===== src/rtl/notif_pkg.sv =====
package notif_pkg;

    typedef enum logic [1:0] {
        PH_FIRST,
        PH_MID,
        PH_LAST
    } win_phase_e;

    localparam int P_NORTH   = 0;
    localparam int P_EAST    = 1;
    localparam int P_SOUTH   = 2;
    localparam int P_WEST    = 3;
    localparam int P_LOCAL   = 4;
    localparam int NUM_PORTS = 5;

endpackage


===== src/rtl/notif_window_timer.sv =====
module notif_window_timer
    import notif_pkg::*;
#(
    parameter int WINDOW = 13
) (
    input  logic       clk,
    input  logic       rst_n,
    output win_phase_e phase
);
    localparam int CNT_W = (WINDOW > 2) ? $clog2(WINDOW) : 1;

    typedef struct packed {
        logic [CNT_W-1:0] cnt;
    } tmr_t;

    tmr_t tmr_d, tmr_q;

    always_comb begin
        tmr_d = tmr_q;
        if (tmr_q.cnt == CNT_W'(WINDOW - 1)) begin
            tmr_d.cnt = '0;
        end else begin
            tmr_d.cnt = tmr_q.cnt + CNT_W'(1);
        end
        if (tmr_q.cnt == '0) begin
            phase = PH_FIRST;
        end else if (tmr_q.cnt == CNT_W'(WINDOW - 1)) begin
            phase = PH_LAST;
        end else begin
            phase = PH_MID;
        end
    end

    always_ff @(posedge clk) begin
        if (!rst_n) begin
            tmr_q <= '0;
        end else begin
            tmr_q <= tmr_d;
        end
    end

    initial begin
        assert (WINDOW >= 3) else $error("window too short");
    end

    AST_WIN_WRAP: assert property (@(posedge clk) disable iff (!rst_n)
        (phase == PH_LAST) |=> (phase == PH_FIRST));

endmodule


===== src/rtl/notif_merge.sv =====
module notif_merge
    import notif_pkg::*;
#(
    parameter int VEC_W = 73
) (
    input  logic                  clk,
    input  logic                  rst_n,
    input  win_phase_e            phase,
    input  logic [3:0][VEC_W-1:0] nb_in,
    input  logic [VEC_W-1:0]      local_vec,
    output logic [VEC_W-1:0]      merged,
    output logic                  fin_stop,
    output logic                  win_valid,
    output logic [VEC_W-2:0]      win_vec
);
    localparam int DATA_W = VEC_W - 1;

    typedef struct packed {
        logic [NUM_PORTS-1:0][VEC_W-1:0] lat;
        logic [VEC_W-1:0]                acc;
        logic                            wv;
        logic [DATA_W-1:0]               wvec;
    } mrg_t;

    mrg_t mrg_d, mrg_q;
    logic [VEC_W-1:0] fin;

    always_comb begin
        merged = '0;
        for (int p = 0; p < NUM_PORTS; p++) begin
            merged = merged | mrg_q.lat[p];
        end
        fin      = mrg_q.acc | merged;
        fin_stop = fin[VEC_W-1];

        mrg_d    = mrg_q;
        mrg_d.wv = 1'b0;
        if (phase == PH_LAST) begin
            for (int p = 0; p < 4; p++) begin
                mrg_d.lat[p] = '0;
            end
            mrg_d.lat[P_LOCAL] = local_vec;
            mrg_d.acc          = '0;
            mrg_d.wv           = !fin_stop;
            if (!fin_stop) begin
                mrg_d.wvec = fin[DATA_W-1:0];
            end
        end else begin
            for (int p = 0; p < 4; p++) begin
                mrg_d.lat[p] = nb_in[p];
            end
            mrg_d.lat[P_LOCAL] = '0;
            mrg_d.acc          = fin;
        end
    end

    always_ff @(posedge clk) begin
        if (!rst_n) begin
            mrg_q <= '0;
        end else begin
            mrg_q <= mrg_d;
        end
    end

    assign win_valid = mrg_q.wv;
    assign win_vec   = mrg_q.wvec;

    AST_ONE_CYCLE_MERGE: assert property (@(posedge clk) disable iff (!rst_n)
        (phase != PH_FIRST) |-> (merged == $past(nb_in[0] | nb_in[1] | nb_in[2] | nb_in[3])));

    AST_LOCAL_AT_START: assert property (@(posedge clk) disable iff (!rst_n)
        (phase != PH_FIRST) |-> (mrg_q.lat[P_LOCAL] == '0));

    AST_DELIVER_PULSE: assert property (@(posedge clk) disable iff (!rst_n)
        win_valid |=> !win_valid);

    AST_STOP_SUPPRESS: assert property (@(posedge clk) disable iff (!rst_n)
        (phase == PH_LAST && fin_stop) |=> !win_valid);

endmodule


===== src/rtl/notif_sender.sv =====
module notif_sender
    import notif_pkg::*;
#(
    parameter int N_CORES  = 36,
    parameter int FIELD_W  = 2,
    parameter int PEND_MAX = 4,
    parameter int NODE_ID  = 0
) (
    input  logic                         clk,
    input  logic                         rst_n,
    input  win_phase_e                   phase,
    input  logic                         fin_stop,
    input  logic                         req_valid,
    input  logic                         tracker_full,
    output logic                         req_ready,
    output logic [N_CORES*FIELD_W:0]     local_vec
);
    localparam int PEND_W = $clog2(PEND_MAX + 1);
    localparam int FMAX   = (1 << FIELD_W) - 1;
    localparam int STOP_B = N_CORES * FIELD_W;

    typedef struct packed {
        logic [PEND_W-1:0]  pend;
        logic [FIELD_W-1:0] inj;
    } snd_t;

    snd_t snd_d, snd_q;
    logic [PEND_W-1:0]  sent;
    logic [PEND_W-1:0]  after;
    logic [FIELD_W-1:0] next_inj;
    logic               accept;

    always_comb begin
        snd_d = snd_q;
        sent  = '0;
        if (phase == PH_LAST && !fin_stop) begin
            sent = PEND_W'(snd_q.inj);
        end
        after     = snd_q.pend - sent;
        next_inj  = (int'(after) > FMAX) ? FIELD_W'(FMAX) : FIELD_W'(after);
        req_ready = (snd_q.pend < PEND_W'(PEND_MAX));
        accept    = req_valid && req_ready;

        snd_d.pend = after + PEND_W'(accept);
        if (phase == PH_LAST) begin
            snd_d.inj = next_inj;
        end

        local_vec = '0;
        local_vec[NODE_ID*FIELD_W +: FIELD_W] = next_inj;
        local_vec[STOP_B] = tracker_full;
    end

    always_ff @(posedge clk) begin
        if (!rst_n) begin
            snd_q <= '0;
        end else begin
            snd_q <= snd_d;
        end
    end

    AST_PEND_LIMIT: assert property (@(posedge clk) disable iff (!rst_n)
        snd_q.pend <= PEND_W'(PEND_MAX));

    AST_INJ_WITHIN_PEND: assert property (@(posedge clk) disable iff (!rst_n)
        PEND_W'(snd_q.inj) <= snd_q.pend);

    AST_STOP_KEEPS_COUNT: assert property (@(posedge clk) disable iff (!rst_n)
        (phase == PH_LAST && fin_stop) |=> (snd_q.pend >= $past(snd_q.pend)));

endmodule


===== src/rtl/notif_node.sv =====
module notif_node
    import notif_pkg::*;
#(
    parameter int N_CORES  = 36,
    parameter int FIELD_W  = 2,
    parameter int WINDOW   = 13,
    parameter int PEND_MAX = 4,
    parameter int NODE_ID  = 0
) (
    input  logic                       clk,
    input  logic                       rst_n,
    input  logic [N_CORES*FIELD_W:0]   in_north,
    input  logic [N_CORES*FIELD_W:0]   in_east,
    input  logic [N_CORES*FIELD_W:0]   in_south,
    input  logic [N_CORES*FIELD_W:0]   in_west,
    output logic [N_CORES*FIELD_W:0]   out_north,
    output logic [N_CORES*FIELD_W:0]   out_east,
    output logic [N_CORES*FIELD_W:0]   out_south,
    output logic [N_CORES*FIELD_W:0]   out_west,
    input  logic                       req_valid,
    output logic                       req_ready,
    input  logic                       tracker_full,
    output logic                       win_valid,
    output logic [N_CORES*FIELD_W-1:0] win_vec
);
    localparam int VEC_W = N_CORES * FIELD_W + 1;

    win_phase_e            phase;
    logic [3:0][VEC_W-1:0] nb_in;
    logic [VEC_W-1:0]      local_vec;
    logic [VEC_W-1:0]      merged;
    logic                  fin_stop;

    assign nb_in[P_NORTH] = in_north;
    assign nb_in[P_EAST]  = in_east;
    assign nb_in[P_SOUTH] = in_south;
    assign nb_in[P_WEST]  = in_west;

    notif_window_timer #(
        .WINDOW (WINDOW)
    ) i_timer (
        .clk   (clk),
        .rst_n (rst_n),
        .phase (phase)
    );

    notif_sender #(
        .N_CORES  (N_CORES),
        .FIELD_W  (FIELD_W),
        .PEND_MAX (PEND_MAX),
        .NODE_ID  (NODE_ID)
    ) i_sender (
        .clk          (clk),
        .rst_n        (rst_n),
        .phase        (phase),
        .fin_stop     (fin_stop),
        .req_valid    (req_valid),
        .tracker_full (tracker_full),
        .req_ready    (req_ready),
        .local_vec    (local_vec)
    );

    notif_merge #(
        .VEC_W (VEC_W)
    ) i_merge (
        .clk       (clk),
        .rst_n     (rst_n),
        .phase     (phase),
        .nb_in     (nb_in),
        .local_vec (local_vec),
        .merged    (merged),
        .fin_stop  (fin_stop),
        .win_valid (win_valid),
        .win_vec   (win_vec)
    );

    assign out_north = merged;
    assign out_east  = merged;
    assign out_south = merged;
    assign out_west  = merged;

    initial begin
        assert (NODE_ID >= 0 && NODE_ID < N_CORES) else $error("node id out of range");
    end

endmodule


===== config.mk =====
export PLATFORM = sky130hd
export DESIGN_NAME = notif_node
export DESIGN_NICKNAME = d
export VERILOG_FILES = /design/src/rtl/notif_pkg.sv /design/src/rtl/notif_window_timer.sv /design/src/rtl/notif_merge.sv /design/src/rtl/notif_sender.sv /design/src/rtl/notif_node.sv
export SDC_FILE = /design/constraint.sdc
export NUM_CORES = 1
export LEC_CHECK = 0
export BUFFER_PORTS_ARGS = -buffer_cell sky130_fd_sc_hd__buf_2
export CAP_MARGIN = 10
export CORE_AREA = 4 4 258 260
export CTS_CLUSTER_SIZE = 25
export DETAILED_ROUTE_END_ITERATION = 7
export DIE_AREA = 0 0 262 264
export PLACE_DENSITY_LB_ADDON = 0.12
export SYNTH_ARGS = -nofsm -noshare
export SYNTH_HDL_FRONTEND = slang
export SYNTH_HIERARCHICAL = 1
export SYNTH_SLANG_ARGS = --single-unit

===== constraint.sdc =====
create_clock -name clk -period 5 [get_ports clk]
set_input_delay 1 -clock clk [delete_from_list [all_inputs] [get_ports clk]]
set_output_delay 1 -clock clk [all_outputs]
set_load 0.01 [all_outputs]

==> results.txt, run 1 <==
- The total overflow left after global routing is 0.
- Async set-reset flop share out of synthesis: 0%
* Switching portion of total power: 23.6%
- The clock drives 520 sinks.
- Post-route worst hold slack: 466 ps
- Share of synthesized cell area in and, or, nand and nor gates: between 20% and 30%
* Final critical path time including I/O delays and setup: ~3200 ps
- The clock passes through at most 3 buffers.
* Largest family of logic cells by synthesized area: simple AND/OR/NAND/NOR gates
* Number of global-route vias before repair: roughly 14000
* Maximum clock skew at final layout: roughly 17 ps
* Standard-cell row count: between 90 and 100
- Synth top area share: a little over half
- Launching element type of the critical path: flip-flop
- For this run, design rule violations remaining after detail routing come to 0.
- After synthesis the cells add up to around 19000 um2.
- Total Neg Setup Slack: 0 ps
- In this run the static leakage power is 10.9 nW.
- The synthesized netlist devotes ~5.0% of its cell area to compound gates.
- Sw power: between 2 and 2.5 mW
* Average wire per cell in the routed design: approximately 17 um
- The number of slew-limit violations in the final report is 0.
* Internal cell power: 7.11 mW
- For this run, the top clock speed supported by timing is roughly 0.32 GHz.
* Number of cells after detailed placement: about 3000
* Buf+Inv Stages, Crit Path: 1
- Yosys cell types: 37
- Source-to-sink clock delay at the later pin of the worst-skew pair: around 600 ps
- The largest single stage delay on the critical path is ~890 ps.
- Cell count after synthesis: roughly 1900
- Top cell family by delay on the critical path: simple AND/OR/NAND/NOR gates
- Biggest area contributors in the synthesized netlist: dfxtp_1 (55%), buf_4 (14%), and3_1 (9.7%)
* Utilization after layout: between 30% and 40%
- Measured against the total synthesized area, the mux share comes to less than 1%.
* Sequential group share of total power: around 47%
- Worst Slack Setup Final: 1830 ps
- Setup violations remaining at the end of the flow were counted as 0.
- Number of nets at the end of the flow: between 2000 and 3000
* Horiz. Die Dim: 262 um
- Yosys printed 6 warnings.
- Setup repair after global routing missed its margin: no
- Fraction of final layout cells sized beyond drive strength 1: 33.4%
* Start-to-end type of the worst setup path: flip-flop to flip-flop
* Post-route standard cell area excluding fillers: around 22000 um2
- Avg Synthesized Cell Area: between 9 and 10 um2
- In this run, synthesis inferred 0 flip-flops with an integrated enable.
- Remaining max-slew budget at the tightest pin: 17.8%
* Tcrit/Tclk final: roughly 63%
- Most frequently used cell type in the post-synthesis netlist: dfxtp_1
- After synthesis the netlist holds a flip-flop and latch count of 520.
- Finished Layout Cells: between 3000 and 4000
* Number of buffers inserted to repair setup after CTS: 0
* Worst min-delay path class: flip-flop to flip-flop
- TritonCTS built the clock tree.
- Setup slack on the worst reg-to-reg path comes out at 1830 ps.
* Antenna violations before repair: 18
* Power density over cell area: ~420 nW/um2
- The largest individual stage delay along the critical path comes from the cell nand2_4.
- Cell area after placement: approximately 21000 um2
- Per report_power, the clock group accounts for about 44% of the total.
* Wirelength, routed: ~55 mm
* Worst endpoint data arrival time: between 3000 and 4000 ps
- OpenSTA, run right after detailed placement, puts the worst setup slack at roughly 1700 ps.
- Overall power consumption after layout is estimated at between 9 and 10 mW.
- Commonest register cell after synthesis: dfxtp_1
- Iteration-0 DRC count of the detailed router: between 400 and 500
- Total number of vias: approximately 13000
- The share of the Yosys chip area taken by registers is 54.9%.
- Pin count of the biggest net entering global routing: between 150 and 200
* Leading cell types by count after synthesis: dfxtp_1 (520), buf_4 (362), and3_1 (293)
* Hold violation count in the final report: 0
- Peak fanout along the critical path: between 100 and 150
- Port buffering added 661 buffers.
- Per report_power, the combinational group accounts for between 9 and 10% of the total.
* H-tree depth: 2
- Fraction of synthesized cell area in xor and xnor cells: 0.178%
* CTS-repair resized insts: 0
- The cell sitting at the root of the clock tree is a clkbuf_16.
- For the pin with the worst max-slew slack, the measured transition is about 1200 ps.
* I/O pins: ~660
* Cell chain of the critical path: inv_2 > ha_1 > and3_1 > nand2b_4 > nand2_4 > nor2_1
- Quantity of hold-fixing buffers added after cts: 0
* Die area: just under 70000 um2
- Max-cap violations in this run came to 0.
- The layout has 6681 filler cells.
* Kind of end point of the critical path: flip-flop
* Last weighted congestion value of the routability-driven placer: 0.753
- Clock-pin slew reported for the worst setup and hold paths after clock tree synthesis: approximately 60 ps
- VDD sags by at most 0.271 mV.
- For this run, the detailed router's first-pass iteration total came to 5.
* Drt via density: 4.24
- GRT Overall Usage: about 15%
- Data on the critical path is required at its endpoint by between 5000 and 6000 ps.
- Growth of design area from synthesis to finish: 18.0%
- The die is 264 um tall.
- The number of clock buffers added by TritonCTS is between 50 and 60.
* Antenna-violating nets left: 0
- Core area: ~64000 um2
* Area share of fa/ha/maj cells after synthesis: less than 1%
- The synthesized design spends more area on one cell type than any other, namely dfxtp_1.
* Post-detailed-placement half-perimeter wirelength: 37.3 mm
* Starting density of the core: between 20% and 30%
* Result of the run: complete, no violations
- Global-route wire length before repair: about 81 mm
power by group through the flow:
stage | clock network, mW | logic (mW) | registers [mW]
2_1_floorplan | 0 | 0.694 | 4.45
3_3_place_gp | 0 | 0.877 | 4.46
3_5_place_dp | 0 | 0.877 | 4.47
4_1_cts | 4.22 | 0.879 | 4.38
5_1_grt | 4.40 | 0.956 | 4.39
6_report | 4.07 | 0.858 | 4.37
logic make-up (layout without fill, tap and decap cells):
kind of cell | Yosys count | in the layout
AOI/OAI and AO/OA | 150 | 150
muxes | 2 | 2
DFF | 520 | 520
xor gates and xnor gates | 3 | 3
other | 1 | 79
adders and majority gates | 6 | 6
buffers and inverters | 481 | 772
and+or+nand+nor | 753 | 753
flip-flops by register name, indices dropped and copies added (netlist names):
register / count
i_merge/mrg_q: 438
i_merge/win_valid: 1
i_merge/win_vec: 72
i_sender/snd_q: 5
i_timer/tmr_q: 4
final cells by class:
cell class / count / area [um2] / share of cell area [%]
Sequential cell: 520 / 10400 / 46.5
Multi-Input combinational cell: 984 / 5660 / 25.3
Timing Repair Buffer: 666 / 3380 / 15.1
Clock buffer: 79 / 1590 / 7.10
Tap cell: 855 / 1070 / 4.78
Clock inverter: 19 / 229 / 1.02
Inverter: 8 / 32.5 / 0.145
Antenna cell: 9 / 22.5 / 0.101
routing by layer:
layer	up-vias	global-route usage [%]	wire (um)
li1	6622	-	-
met1	6185	18.2	22500
met2	399	26.4	27300
met3	87	3.51	3500
met4	16	4.64	1250
met5	-	0	103
layout by cell type (no fill, tap or decap), types with 3 or more instances in the layout:
master and instances:
buf_2 660, dfxtp_1 520, and3_1 293, nor2_1 143
and2_1 75, nand2_1 74, a21oi_1 74, a211oi_1 72
nor3_1 71, and3b_1 71, conb_1 70, clkbuf_16 57
clkbuf_1 14, diode_2 9, clkinv_2 9, clkbuf_8 8
inv_1 5, ha_1 5, bufinv_16 4, nand2b_1 4
clkinvlp_4 3, nor3b_1 3, nor2b_1 3, buf_4 3
worst min-delay path, cell delays in order, from the launching register on:
cell and delay [ps]:
dfxtp_1 300, nor3b_1 50, nor2_1 70
path summary, 6_finish.rpt:
kind                                                    start                       endpoint  depth (start not counted)
worst max register to register    i_timer/tmr_q[0]$_SDFF_PP0_  i_merge/mrg_q[137]$_SDFF_PP0_                          6
worst max-delay path              i_timer/tmr_q[0]$_SDFF_PP0_  i_merge/mrg_q[137]$_SDFF_PP0_                          6
worst min register to register  i_merge/mrg_q[109]$_SDFF_PP0_  i_merge/mrg_q[109]$_SDFF_PP0_                          2
worst min-delay path            i_merge/mrg_q[109]$_SDFF_PP0_  i_merge/mrg_q[109]$_SDFF_PP0_                          2
Note: power is estimated with default switching activity, not from simulation.
==> inputs of run 2 (changes only) <==
==> constraint.sdc (replaced) <==
create_clock -name clk -period 2.8 [get_ports clk]
set_input_delay 0.56 -clock clk [delete_from_list [all_inputs] [get_ports clk]]
set_output_delay 0.56 -clock clk [all_outputs]
set_load 0.01 [all_outputs]
==> run 2 against run 1 <==
Against the previous run: combinational power grew 81%; routed wire length shrank 1.1%; critical path depth grew 2; via count shrank 0.22%; cell area grew 1.2%; register-to-register slack lost 1800 ps; maximum frequency grew 15%; clock skew shrank 7.8 ps; global-route usage shrank 0.14 points; cell count grew 0.48%; largest power group unchanged.
==> results.txt, run 2 (synthesized netlist as in run 1, its figures left out) <==
- The run finished with clean final reports.
- Standard-cell row count: between 90 and 100
* Hold path endpoint: i_merge/mrg_q[510]$_SDFF_PN0_
* Tcrit/Tclk final: approximately 98%
* Horiz. Die Dim: around 260 um
* Commonest non-fill, non-tap cell in the layout: buf_2
- Port buffer count: around 660
- For the worst setup path, the data required time is about 3300 ps.
- At the worst endpoint, the arrival time is between 3000 and 4000 ps.
* Maximum clock skew at final layout: 9.38 ps
- The final layout contains around 2600 nets.
* Reg with most FFs: i_merge/mrg_q
- Clock network power share: roughly 44%
- Setup violations remaining at the end of the flow were counted as 0.
- The congestion estimate from routability-driven global placement came to between 0.7 and 0.8.
* Launching element type of the critical path: flip-flop
* Remaining max-slew budget at the tightest pin: 42.2%
* Global-route wire length before repair: between 80 and 90 mm
- In this run the worst path has a maximum fanout of 2.
- approximately 660 I/O pins were placed.
- Buffer cell driving the clock tree root: clkbuf_16
* Final critical path time including I/O delays and setup: 2750 ps
- Leakage: roughly 11 nW
- The worst-case IR drop observed on VDD is around 0.4 mV.
- Final Max Slew Viols: 0
* H-tree depth: 2
- Number of flip-flops in the largest register: approximately 440
- Dividing the detail-routed via count by the number of cells gives 4.21.
- The die is roughly 260 um tall.
- Finished Layout Cells: roughly 3200
- Counting the buffers created by CTS gives 58.
- Slowest Stage Delay on Critical Path: between 500 and 600 ps
* Post-route standard cell area excluding fillers: ~23000 um2
* Instance count along the most critical hold path: 2
* Leading cell types in the layout, fill and taps excluded: buf_2 (660), dfxtp_1 (518), and3_1 (293)
- The first detailed-routing pass took 4 iterations.
- Hold violation count in the final report: 0
- Cell area after placement: about 21000 um2
- Top cell family by delay on the critical path: simple AND/OR/NAND/NOR gates
- The critical path goes through or4_4 > or3_4 > and3b_1 > ha_1 > inv_1 > fa_1 > or3b_1 > o221a_1.
- Cells fill a little over a third of the core in the end.
- Combinational Power Share: roughly a tenth
* Worst hold path startpoint: tracker_full
* Iteration-0 DRC count of the detailed router: around 630
* Die area: 69200 um2
- Net switching is about a quarter of the power.
- Total number of vias: ~13000
* Sequential group share of total power: a little under half
- On the critical path, the stage with the largest delay is an instance of or4_4.
- Growth of design area from synthesis to finish: 19.4%
- For the pin with the worst max-slew slack, the measured transition is 867 ps.
- Worst-case register-to-register setup slack: ~48 ps
- Fraction of final layout cells sized beyond drive strength 1: 34.5%
- Quantity of hold-fixing buffers added after cts: 0
* Post-detailed-placement half-perimeter wirelength: around 39 mm
- The core region is approximately 64000 um2.
* TritonCTS clock tree: done
- Average wire per cell in the routed design: 17.1 um
- CP startpoint: i_merge/mrg_q[291]$_SDFF_PP0_
* Antenna violations before repair: 9
- Internal cell power: 12.8 mW
- Start-to-end type of the worst setup path: flip-flop to flip-flop
- Power spread over the standard cell area amounts to about 740 nW/um2.
- The total overflow left after global routing is 0.
- The longest clock path from root to sink contains 3 buffers.
* Number of global-route vias before repair: ~13000
- Across every metal layer, demand over resource in global routing totals 14.9%.
* # clock sinks: 520
- Capturing point of the worst reg2reg path: i_sender/snd_q[1]$_SDFFE_PN0N_
- Clock-pin slew reported for the worst setup and hold paths after clock tree synthesis: around 60 ps
- Once the floorplan was initialized, standard cells occupied slightly below 30% of the core.
- In the routed design, unresolved DRC markers number 0.
* Sw power: 3.94 mW
* Reg-to-Reg Start: i_merge/mrg_q[291]$_SDFF_PP0_
- Pin count of the biggest net entering global routing: 154
- Summed over all layers, the routed wires come to 54.0 mm.
- STA classifies the critical path endpoint as a flip-flop.
- Counting both buffers and inverters, the worst setup path holds a total of 1.
- The tool flagged a number of max-cap violations equal to 0.
- Worst min-delay path class: input pin to flip-flop
* F_max: 0.363 GHz
- Number of cells after detailed placement: approximately 3000
- Source-to-sink clock delay at the later pin of the worst-skew pair: roughly 590 ps
- Antenna-violating nets left: 0
* Register-to-Register Path Depth: 8
run 2: changes by cell type in the layout (fill, tap and decap cells not counted), moves of 3 or more:
cell and delta:
buf_4 +10, clkbuf_8 +7, diode_2 -7, buf_12 +5, clkinv_2 +4, clkbuf_1 -3, inv_6 +3
run 2: power by group through the flow:
stage          logic [mW]  registers [mW]  clock network [mW]
6_report             1.55            7.81                7.41
5_1_grt              1.74            7.84                8.02
4_1_cts              1.58            7.81                7.70
3_5_place_dp         1.58            7.97                   0
3_3_place_gp         1.58            7.97                   0
2_1_floorplan        1.24            7.94                   0
run 2: worst max-delay path by stage:
stage                                     endpoint  depth (start not counted)
floorplan           i_sender/snd_q[1]$_SDFFE_PN0N_                          8
global placement    i_sender/snd_q[1]$_SDFFE_PN0N_                          8
detailed placement  i_sender/snd_q[1]$_SDFFE_PN0N_                          8
CTS                 i_sender/snd_q[1]$_SDFFE_PN0N_                          8
global route        i_sender/snd_q[1]$_SDFFE_PN0N_                          8
finish              i_sender/snd_q[1]$_SDFFE_PN0N_                          8
run 2: layer usage:
metal  GRT usage (%)  share of wire (%)  up-vias
met5               0               0.15        -
met4            3.56                1.8       12
met3            3.60                6.4       85
met2            26.3                 50      363
met1            18.3                 42     6186
li1                -                  -     6634
run 2: worst reg2reg max path: cells and delay by family (launching register included):
family          cells  cell delay [ps]
compound gates      1              230
fa+ha+maj           2              590
buf+inv             1               40
flops               1              320
simple gates        4             1470
run 2: layout make-up:
cell class	instances	area, um2
clock inverters	20	168
diodes	2	5.00
clock buffers	85	1720
inverters	8	32.5
flip-flops and latches	520	10400
fillers	6623	41500
multi-input cells	984	5690
repair buffers	681	3550
well taps	855	1070
run 2: what timing repair did:
item,in CTS,in global routing
gates resized for setup,0,7
setup endpoints to repair,0,66
buffers inserted,0,0
run 2: metrics by stage:
step | TNS [ps] | hold WS [ps] | total power [mW] | worst slack, ps
detailed placement | 0 | 458 | 9.55 | 22.9
global route | -11.1 | 145 | 17.6 | -11.1
global placement | 0 | 443 | 9.55 | 48.4
finish | 0 | 185 | 16.8 | 47.6
floorplan | 0 | 431 | 9.18 | 78.2
CTS | 0 | 131 | 17.1 | 9.97
